--- src/rtl/bist_pair_seq.sv ---
module bist_pair_seq #(
  parameter int W  = 8,
  parameter int CW = 16
) (
  input  logic          clk,
  input  logic          rst_n,
  input  logic          start,
  input  logic [CW-1:0] run_cycles,
  input  logic [W-1:0]  seed_a,
  input  logic [W-1:0]  seed_b,
  input  logic [W-1:0]  sig_exp_a,
  input  logic [W-1:0]  sig_exp_b,
  input  logic          scan_in,
  output logic [1:0]    mode_a,
  output logic [1:0]    mode_b,
  output logic          scan_en,
  output logic          scan_out,
  output logic          done,
  output logic          pass,
  output logic          fail,
  output logic          cfg_err
);
  localparam int BW = $clog2(W);
  localparam int KW = (CW > BW + 1) ? CW : BW + 1;
  localparam logic [1:0] M_NORM = 2'b11, M_SHIFT = 2'b00, M_SIG = 2'b10, M_CLR = 2'b01;

  typedef enum logic [2:0] {S_IDLE, S_LOAD, S_RUN1, S_SWAP, S_RUN2, S_DRAIN} st_t;

  st_t           st;
  logic [KW-1:0] cnt;
  logic [CW-1:0] n_q;
  logic [W-1:0]  sh, seed_b_q, exp_a_q, exp_b_q, cap;
  logic          bad_b;

  wire [KW-1:0] run_end   = KW'(n_q) - KW'(1);
  wire          last_scan = (cnt == KW'(W - 1));
  wire          last_run  = (cnt == run_end);
  wire          cfg_bad   = (seed_a == '0) || (seed_b == '0) || (run_cycles == '0);
  wire [W-1:0]  cap_nx    = {cap[W-2:0], scan_in};

  always_ff @(posedge clk) begin
    if (!rst_n) begin
      st <= S_IDLE;
      cnt <= '0;
      n_q <= '0;
      sh <= '0;
      seed_b_q <= '0;
      exp_a_q <= '0;
      exp_b_q <= '0;
      cap <= '0;
      bad_b <= 1'b0;
      done <= 1'b0;
      pass <= 1'b0;
      fail <= 1'b0;
      cfg_err <= 1'b0;
    end else begin
      case (st)
        S_IDLE: if (start) begin
          pass <= 1'b0;
          cnt <= '0;
          if (cfg_bad) begin
            done <= 1'b1;
            fail <= 1'b1;
            cfg_err <= 1'b1;
          end else begin
            done <= 1'b0;
            fail <= 1'b0;
            cfg_err <= 1'b0;
            st <= S_LOAD;
            n_q <= run_cycles;
            sh <= seed_a;
            seed_b_q <= seed_b;
            exp_a_q <= sig_exp_a;
            exp_b_q <= sig_exp_b;
            bad_b <= 1'b0;
          end
        end
        S_LOAD: begin
          sh <= sh << 1;
          cnt <= last_scan ? '0 : cnt + KW'(1);
          if (last_scan) st <= S_RUN1;
        end
        S_RUN1: begin
          cnt <= last_run ? '0 : cnt + KW'(1);
          if (last_run) begin
            st <= S_SWAP;
            sh <= seed_b_q;
          end
        end
        S_SWAP: begin
          sh <= sh << 1;
          cap <= cap_nx;
          cnt <= last_scan ? '0 : cnt + KW'(1);
          if (last_scan) begin
            bad_b <= (cap_nx != exp_b_q);
            st <= S_RUN2;
          end
        end
        S_RUN2: begin
          cnt <= last_run ? '0 : cnt + KW'(1);
          if (last_run) st <= S_DRAIN;
        end
        S_DRAIN: begin
          cap <= cap_nx;
          cnt <= last_scan ? '0 : cnt + KW'(1);
          if (last_scan) begin
            st <= S_IDLE;
            done <= 1'b1;
            pass <= !bad_b && (cap_nx == exp_a_q);
            fail <= bad_b || (cap_nx != exp_a_q);
          end
        end
        default: st <= S_IDLE;
      endcase
    end
  end

  always_comb begin
    mode_a = M_NORM;
    mode_b = M_NORM;
    scan_en = 1'b0;
    scan_out = 1'b0;
    case (st)
      S_LOAD: begin
        mode_a = M_SHIFT;
        mode_b = M_CLR;
        scan_en = 1'b1;
        scan_out = sh[W-1];
      end
      S_RUN1, S_RUN2: begin
        mode_a = M_SIG;
        mode_b = M_SIG;
      end
      S_SWAP: begin
        mode_a = M_CLR;
        mode_b = M_SHIFT;
        scan_en = 1'b1;
        scan_out = sh[W-1];
      end
      S_DRAIN: begin
        mode_a = M_SHIFT;
        scan_en = 1'b1;
      end
      default: ;
    endcase
  end
endmodule

--- config.mk ---
export PLATFORM = sky130hd
export DESIGN_NAME = bist_pair_seq
export DESIGN_NICKNAME = d
export VERILOG_FILES = /design/src/rtl/bist_pair_seq.sv
export SDC_FILE = /design/constraint.sdc
export NUM_CORES = 1
export LEC_CHECK = 0
export BUFFER_PORTS_ARGS = -buffer_cell sky130_fd_sc_hd__buf_2
export CAP_MARGIN = 20
export CORE_ASPECT_RATIO = 0.7
export CORE_UTILIZATION = 46
export CTS_BUF_LIST = sky130_fd_sc_hd__clkbuf_8
export DETAILED_ROUTE_END_ITERATION = 10
export PLACE_DENSITY = 0.73
export RECOVER_POWER = 100
export SLEW_MARGIN = 20
export SYNTH_ARGS = -nofsm -noshare
export SYNTH_HDL_FRONTEND = slang
export SYNTH_SLANG_ARGS = --single-unit
export TNS_END_PERCENT = 1
--- constraint.sdc ---
create_clock -name clk -period 3.6 [get_ports clk]
set_input_delay 0.72 -clock clk [delete_from_list [all_inputs] [get_ports clk]]
set_output_delay 0.72 -clock clk [all_outputs]
set_load 0.05 [all_outputs]
==> results.md, run 1 <==
* Outcome: finished, violations left
* Failing checks: max-capacitance violations, max-slew violations
* Drt pass-1 iters at 5
* Syn Inst Count at 537
* Combinational power share at 16.7%
* Critical Path AT at 3620 ps
* Switching component of the power at 578 uW
* RSZ-0062 raised after global routing: false
* Worst rel slew slack at -16.4%
* Slowest cell on the critical path: nor4_2
* WL final at 9.89 mm
* Register area share after synthesis at 38.5%
* H-tree levels at 3
* Via/cell ratio at between 5 and 6
* Vias at 3792
* Grt ovf at 0
* Routed Antenna Nets at 0
* Core Region at 8550 um^2
* Final Net Count at 637
* DPL Wire Length at 7.32 mm
* Ys Warns at 0
* Clock transition at path regs at 80 ps
* #FFs+latches synth at 79
* Num Clock Sinks at 79
* Fin. Hold Viols at 0
* DR DRC count at 0
* Reg power frac at 49.5%
* Critical path capture point type: flip-flop
* Max Slew Vio Count at 42
* Internal at 1.36 mW
* Register Area at 1580 um^2
* CP Class: flip-flop to flip-flop
* Switching share of total power at 29.9%
* Finished Layout Cells at 707
* Synth Cell Area at 4100 um^2
* Post_cts resized at 0
* # port buffers at 61
* Average routed wire per standard cell at 14.0 um
* Final Cycle Share at ~94%
* Gpl congestion at approximately 0.9
* PwrDens at 419 nW/um^2
* Hold crit path type: flip-flop to flip-flop
* TritonCTS clock tree: done
* Avg Cell Area, Syn at 7.64 um^2
* CP required at 3840 ps
* # rows at 28
* Die area at 9310 um^2
* Clock Root Buffer: clkbuf_8
* GRT Total Usage at between 20 and 25%
* Clk pwr share at 33.8%
* # Post-CTS Setup Buffers at 0
* Die W at approximately 110 um
* Die height at roughly 81 um
* Fill cells at 873
* Placed Area at 4460 um^2
* Fmax at 296 MHz
* Largest net degree at the start of global routing at 55
* Synth-to-Final Area Change at 12.4%
* Setup violations, final at 0
* Num CTS Buffers at 9
* Setup TNS at 0 ps
* Number of global-route vias before repair at 3417
* Placed cell count at 692
* Max stage delay on crit path at 620 ps
* Layout cell share with drive strength beyond 1 at 12.8%
* Clk_lat worst skew at 370 ps
* Worst Tran Pin Value at between 1500 and 2000 ps
* Syn Nets at approximately 590
* Starting DRC count in detailed routing at 309
* Highest-count cells in the layout ignoring fill and taps: nand2_1 (131), dfxtp_1 (79), a21oi_1 (51)
* Initial antenna violation count at 0
* Most frequent CP cell: or4_1
* CP startpoint kind: flip-flop
* Commonest non-fill, non-tap cell in the layout: nand2_1
* VDD IR max at around 300 uV
* # diodes at 0
* Final setup skew at 9.92 ps
* First-pass GRT wire length at 16.2 mm
* Clock buffer depth at 2
* Total leakage power at 1.84 nW
* Final instance area at 4610 um^2
* Post-CTS Hold Fix Bufs at 0
* Area of the multi-input gates at roughly 2300 um^2
* Tmin final at around 3400 ps
* CP max FO at 10
* Synth cell types at 50
* Max-Cap Viols at 1
* Num ports at 62
* Cell chain of the critical path: nor4_2 > nand3_1 > nor3_1 > xnor2_1 > or4_1 > or4_1 > a221o_1 > mux2i_1
* Initial Util at between 40% and 50%
cell families (layout without fill, tap and decap cells):
logic type / Yosys count / count (layout) / share of synthesized area [%]
AO/OA/AOI/OAI: 99 / 99 / 14.0
flip-flops: 79 / 79 / 38.5
adder cells (fa/ha/maj): 2 / 2 / 0.610
XOR/XNOR: 45 / 45 / 9.60
AND/OR/NAND/NOR: 252 / 252 / 28.2
buffers and inverters: 41 / 91 / 4.33
multiplexers: 19 / 19 / 4.66
stage by stage:
step	power, mW	hold WS, ps	util (%)	setup slack, ps
6_report	1.93	460	54.0	219
5_1_grt	2.02	483	54.0	40.9
4_1_cts	1.95	464	54.3	227
3_5_place_dp	1.30	453	52.2	268
3_3_place_gp	1.29	445	52.2	364
2_1_floorplan	1.21	436	-	604
cells in the mapped netlist, drive strengths merged:
master	n	area share (%)
mux2i	18	4.4
nor4	19	3.4
nor2	44	4.0
o21bai	1	0.18
and2	1	0.15
or2	2	0.30
nor3b	1	0.18
ha	2	0.61
a21o	1	0.18
inv	13	1.2
mux2	1	0.27
o22ai	1	0.15
a21oi	51	6.2
o21a	1	0.18
xnor2	21	4.5
nor3	10	1.2
or4	6	1.2
clkbuf	22	2.0
buf	6	1.1
a22oi	8	1.5
nand4b	1	0.21
nand2b	3	0.46
nand4	7	1.1
o211ai	4	0.73
and2b	1	0.18
o31ai	3	0.55
a211o	2	0.46
a31oi	3	0.46
o31a	2	0.43
nand3b	2	0.37
and3	7	1.1
a221o	1	0.24
o211a	1	0.24
or3	5	0.76
dfxtp	79	39
a31o	1	0.21
o21ai	19	2.3
nand3	8	0.98
xor2	24	5.1
nor2b	3	0.46
nand2	131	12
or3b	1	0.21
per-layer routing:
layer  share of wire [%]  GRT usage, %
met3                 6.5          6.79
met5                   0             0
met4                0.86          6.49
met1                  51          33.2
met2                  41          31.7
power groups by stage:
stage | logic, mW | registers [mW] | clock network, mW
CTS | 0.327 | 0.956 | 0.667
detailed placement | 0.325 | 0.977 | 0
floorplan | 0.244 | 0.966 | 0
global route | 0.359 | 0.964 | 0.700
global placement | 0.317 | 0.975 | 0
finish | 0.322 | 0.958 | 0.653
path summary, 6_finish.rpt:
kind                from  endpoint  slack [ps]  cells after the start
setup / recovery  n_q[3]     sh[5]         220                      8
hold / removal     sh[7]     sh[7]         460                      2
setup reg to reg  n_q[3]     sh[5]         220                      8
hold reg to reg    sh[7]     sh[7]         460                      2
final cells by class:
class,count,area share [%]
Clock buffer,9,2.69
Clock inverter,6,1.33
Tap cell,120,3.26
Multi-Input combinational cell,417,50.9
Sequential cell,79,34.3
Timing Repair Buffer,63,6.48
Inverter,13,1.06
registers in the layout, indices dropped and copies added (netlist names):
name	count
fail	1
st	3
cap	7
bad_b	1
n_q	16
exp_b_q	8
cnt	16
exp_a_q	8
sh	8
seed_b_q	8
cfg_err	1
pass	1
done	1
critical path: cells and delay by family, from the launching register on:
kind / cells / cell delay (ps)
muxes: 1 / 190
and+or+nand+nor: 5 / 1970
AOI/OAI and AO/OA: 1 / 540
DFF: 1 / 440
xor gates and xnor gates: 1 / 100
Note: power is estimated with default switching activity, not from simulation.
==> run 2: changes to the inputs <==
Settings changed: GPL_ROUTABILITY_DRIVEN set to 1, PLACE_DENSITY 0.73 to 0.75.
Clock period 3.6 ns to 3.11 ns, I/O delays scaled along.
==> run 2 against run 1 <==
Against the previous run: the run now ends clean; count of clock-buffer cells in the layout rose by 2; die area did not move; non-clock buffer count rose by 16; utilization rose by 3.3 points; critical path type unchanged; critical endpoint is now sh[4]; largest power group unchanged.
==> results.md, run 2 (same netlist as run 1, synthesis figures left out) <==
* Outcome: finished clean
* Grt ovf at 0
* Post-CTS Hold Fix Bufs at 0
* Max-Cap Viols at 0
* Average routed wire per standard cell at 14.6 um
* Max stage delay on crit path at 520 ps
* Critical Path AT at 3350 ps
* Layout cell share with drive strength beyond 1 at 18.2%
* Leading registers by flop count: cnt x16, n_q x16
* Clock buffer depth at 2
* Final Net Count at about 650
* Num Clock Sinks at 79
* Worst Tran Pin Value at approximately 1400 ps
* Critical path capture point type: flip-flop
* # rows at 28
* CP startpoint kind: flip-flop
* CP required at approximately 3400 ps
* Initial Util at 48.0%
* DR DRC count at 0
* # diodes at 0
* Highest-count cells in the layout ignoring fill and taps: nand2_1 (131), dfxtp_1 (77), a21oi_1 (51)
* Number of global-route vias before repair at approximately 3400
* Starting DRC count in detailed routing at about 210
* Largest net degree at the start of global routing at 43
* RSZ-0062 raised after global routing: true
* Synth-to-Final Area Change at 19.3%
* Clk_lat worst skew at 360 ps
* Slowest cell on the critical path: or4_4
* PwrDens at 509 nW/um^2
* Worst R2R Setup Slack at 10 ps
* Die height at 81.0 um
* Hold Worst Slack at 460 ps
* Routed Antenna Nets at 0
* H-tree levels at 3
* Setup TNS at 0 ps
* Final WS setup at 10.7 ps
* Gpl congestion at 0.942
* # Post-CTS Setup Buffers at 0
* Worst rel slew slack at 7.68%
* TritonCTS clock tree: done
* Fmax at 323 MHz
* Hold crit path type: flip-flop to flip-flop
* Setup violations, final at 0
* Final setup skew at ~13 ps
* Commonest non-fill, non-tap cell in the layout: nand2_1
* GRT Total Usage at roughly 23%
* Via/cell ratio at 5.36
* Total power at 2.49 mW
* Initial antenna violation count at 0
* WL final at 10.5 mm
* DPL Wire Length at 7.57 mm
* Num ports at 62
* Die W at 115 um
* Fill cells at 852
* # port buffers at 61
* Fin. Hold Viols at 0
* Tmin final at 3100 ps
* Max Slew Vio Count at 0
* Clock Root Buffer: clkbuf_8
* Util after Layout at 57.3%
* Pre-CTS setup slack at -124 ps
* CP Class: flip-flop to flip-flop
* CP max FO at 8
* Vias at 3882
* Core Region at 8550 um^2
* Num CTS Buffers at 9
* Final Cycle Share at 99.7%
* VDD IR max at ~330 uV
* Total leakage power at 1.99 nW
* First-pass GRT wire length at about 16 mm
* Drt pass-1 iters at 5
* Cell chain of the critical path: buf_4 > nor4_2 > nand3_1 > nor3_2 > xnor2_1 > or4_4 > or4_4 > a221o_4 > mux2i_1
* Clock transition at path regs at 80 ps
* Die area at 9310 um^2
* Most frequent CP cell: or4_4
==> run 2: worst max-delay path, delay by kind of cell, from the launching register on <==
kind,cells,cell delay [ps]
AO/OA/AOI/OAI,1,500
AND/OR/NAND/NOR,5,1730
XOR/XNOR,1,130
buffers and inverters,1,150
multiplexers,1,150
flip-flops,1,320
==> run 2: timing repair <==
action | 4_1_cts | 5_1_grt
gates resized for setup | 5 | 17
pin swaps | 1 | 3
endpoints found under the setup margin | 8 | 23
==> run 2: final cells by class <==
type	instances	area, um^2	share of cell area [%]
clock inverters	5	104	2.12
flip-flops and latches	79	1580	32.3
clock buffers	11	151	3.09
repair buffers	79	422	8.61
multi-input cells	417	2440	49.8
well taps	120	150	3.07
inverters	13	48.8	0.996
==> run 2: layer usage <==
metal | part of all wire [%] | vias to the layer above | global-route usage (%)
li1 | - | 1961 | -
met1 | 50 | 1789 | 33.7
met2 | 42 | 122 | 33.1
met3 | 6.2 | 10 | 5.75
met4 | 1.2 | 0 | 5.71
met5 | 0 | - | 0
==> run 2: report_power, final <==
part / internal (mW) / leakage (nW) / switching (mW)
Sequential: 1.06 / 0.646 / 0.0457
Clock: 0.577 / 0.130 / 0.386
Combinational: 0.177 / 1.22 / 0.251
==> run 2: through the flow <==
step | cells | instance area [um^2]
finish | 724 | 4900
global route | 724 | 4900
CTS | 724 | 4850
detailed placement | 708 | 4580
global placement | 708 | 4580
floorplan | 537 | 4100
==> run 2: final timing paths <==
kind / start / endpoint / cells past startpoint
setup / recovery: n_q[0] / sh[4] / 9
hold reg to reg: sh[7] / sh[7] / 2
hold / removal: sh[7] / sh[7] / 2
setup reg to reg: n_q[0] / sh[4] / 9
==> run 3: changes to the inputs <==
Settings changed: RECOVER_POWER 100 to 50.
==> run 3 against run 2 <==
Against the previous run: non-clock buffer count unchanged; first-iteration DRC count decreased by 1.9%; register-to-register slack about the same; critical endpoint is now sh[0]; via count unchanged; die area unchanged; clock power about the same; largest cell class unchanged.
==> results.md, run 3 (same netlist as run 1, synthesis figures left out) <==
* Fill cells at 847
* Hold Worst Slack at around 460 ps
* CP startpoint kind: flip-flop
* Routed Antenna Nets at 0
* Outcome: finished clean
* Clock Root Buffer: clkbuf_8
* RSZ-0062 raised after global routing: true
* Worst rel slew slack at 7.65%
* PwrDens at slightly above 500 nW/um^2
* Setup violations, final at 0
* Final instance area at 4900 um^2
* Critical path capture point type: flip-flop
* First-pass GRT wire length at approximately 16 mm
* Setup TNS at 0 ps
* Area of the multi-input gates at 2440 um^2
* Placed Area at 4580 um^2
* CP Class: flip-flop to flip-flop
* Final Cycle Share at roughly 100%
* Die height at ~81 um
* Initial Util at roughly half
* Worst Tran Pin Value at 1370 ps
* Num Clock Sinks at 79
* CP required at 3360 ps
* WL final at 10.5 mm
* Die area at 9310 um^2
* Starting DRC count in detailed routing at between 200 and 250
* Num CTS Buffers at 9
* Average routed wire per standard cell at about 15 um
* Leading registers by flop count: cnt x16, n_q x16
* Drt pass-1 iters at 4
* Vias at 3882
* CP max FO at 8
* # diodes at 0
* Max Slew Vio Count at 0
* Synth-to-Final Area Change at 19.5%
* Clock buffer depth at 2
* Final Net Count at 653
* Gpl congestion at ~0.94
* Core Region at between 8000 and 9000 um^2
* Layout cell share with drive strength beyond 1 at 19.2%
* # rows at 28
* TritonCTS clock tree: done
* Hold crit path type: flip-flop to flip-flop
* DPL Wire Length at 7.57 mm
* Max-Cap Viols at 0
* Via/cell ratio at 5.36
* H-tree levels at 3
* Total leakage power at 2.01 nW
* Highest-count cells in the layout ignoring fill and taps: nand2_1 (131), dfxtp_1 (77), buf_2 (56)
* Clock transition at path regs at 80 ps
* # Post-CTS Setup Buffers at 0
* Initial antenna violation count at 0
* Fmax at 322 MHz
* Finished Layout Cells at 724
* DR DRC count at 0
* Worst R2R Setup Slack at between 6 and 7 ps
* Largest net degree at the start of global routing at 43
* Die W at between 100 and 150 um
* Number of global-route vias before repair at 3356
* VDD IR max at 330 uV
* Critical Path AT at about 3400 ps
* Num ports at 62
* Placed cell count at approximately 710
* Grt ovf at 0
* Register Area at 1580 um^2
* Final setup skew at between 10 and 15 ps
* Tmin final at 3100 ps
* Fin. Hold Viols at 0
* GRT Total Usage at 22.9%
* Commonest non-fill, non-tap cell in the layout: nand2_1
* Clk_lat worst skew at around 360 ps
* # port buffers at 61
run 3: final timing paths:
check,from,endpoint,depth (start not counted)
setup reg to reg,n_q[0],sh[0],9
setup / recovery,n_q[0],sh[0],9
hold reg to reg,sh[7],sh[7],2
hold / removal,sh[7],sh[7],2
run 3: metal layers:
metal	part of all wire [%]	GRT usage [%]	wire, um
met2	42	33.1	4450
met1	50	33.7	5290
met3	6.1	5.75	638
met5	0	0	0
met4	1.4	5.71	143
run 3: critical path, stage by stage (launching register included):
cell	delay, ps
dfxtp_2	320
buf_4	150
nor4_2	360
nand3_1	150
nor3_2	260
xnor2_1	130
or4_4	520
or4_4	440
a221o_4	500
mux2i_1	150
run 3: per-stage QoR:
stage | power [mW] | util (%) | setup WS [ps]
floorplan | 1.40 | - | 114
global placement | 1.52 | 53.6 | -62.4
detailed placement | 1.53 | 53.6 | -124
CTS | 2.49 | 56.8 | 7.45
global route | 2.60 | 57.4 | -93.5
finish | 2.50 | 57.4 | 6.76
run 3: timing repair:
item / CTS / global route
gates cloned: 0 / 0
pin swaps: 1 / 3
setup endpoints to repair: 8 / 23
hold buffers: 0 / 0
resized for setup: 5 / 17
run 3: area by class of cell:
cell class                 count  area share [%]
sequential                    79            32.3
inverter                      13           0.995
multi-input combinational    417            49.7
clock buffer                  11            3.09
timing repair buffer          79            8.75
tap                          120            3.06
clock inverter                 5            2.12
run 3: power breakdown:
| part | internal, mW | leakage (nW) | switching (mW) |
|---|---|---|---|
| logic | 0.179 | 1.23 | 0.251 |
| clock network | 0.577 | 0.130 | 0.386 |
| registers | 1.06 | 0.646 | 0.0455 |
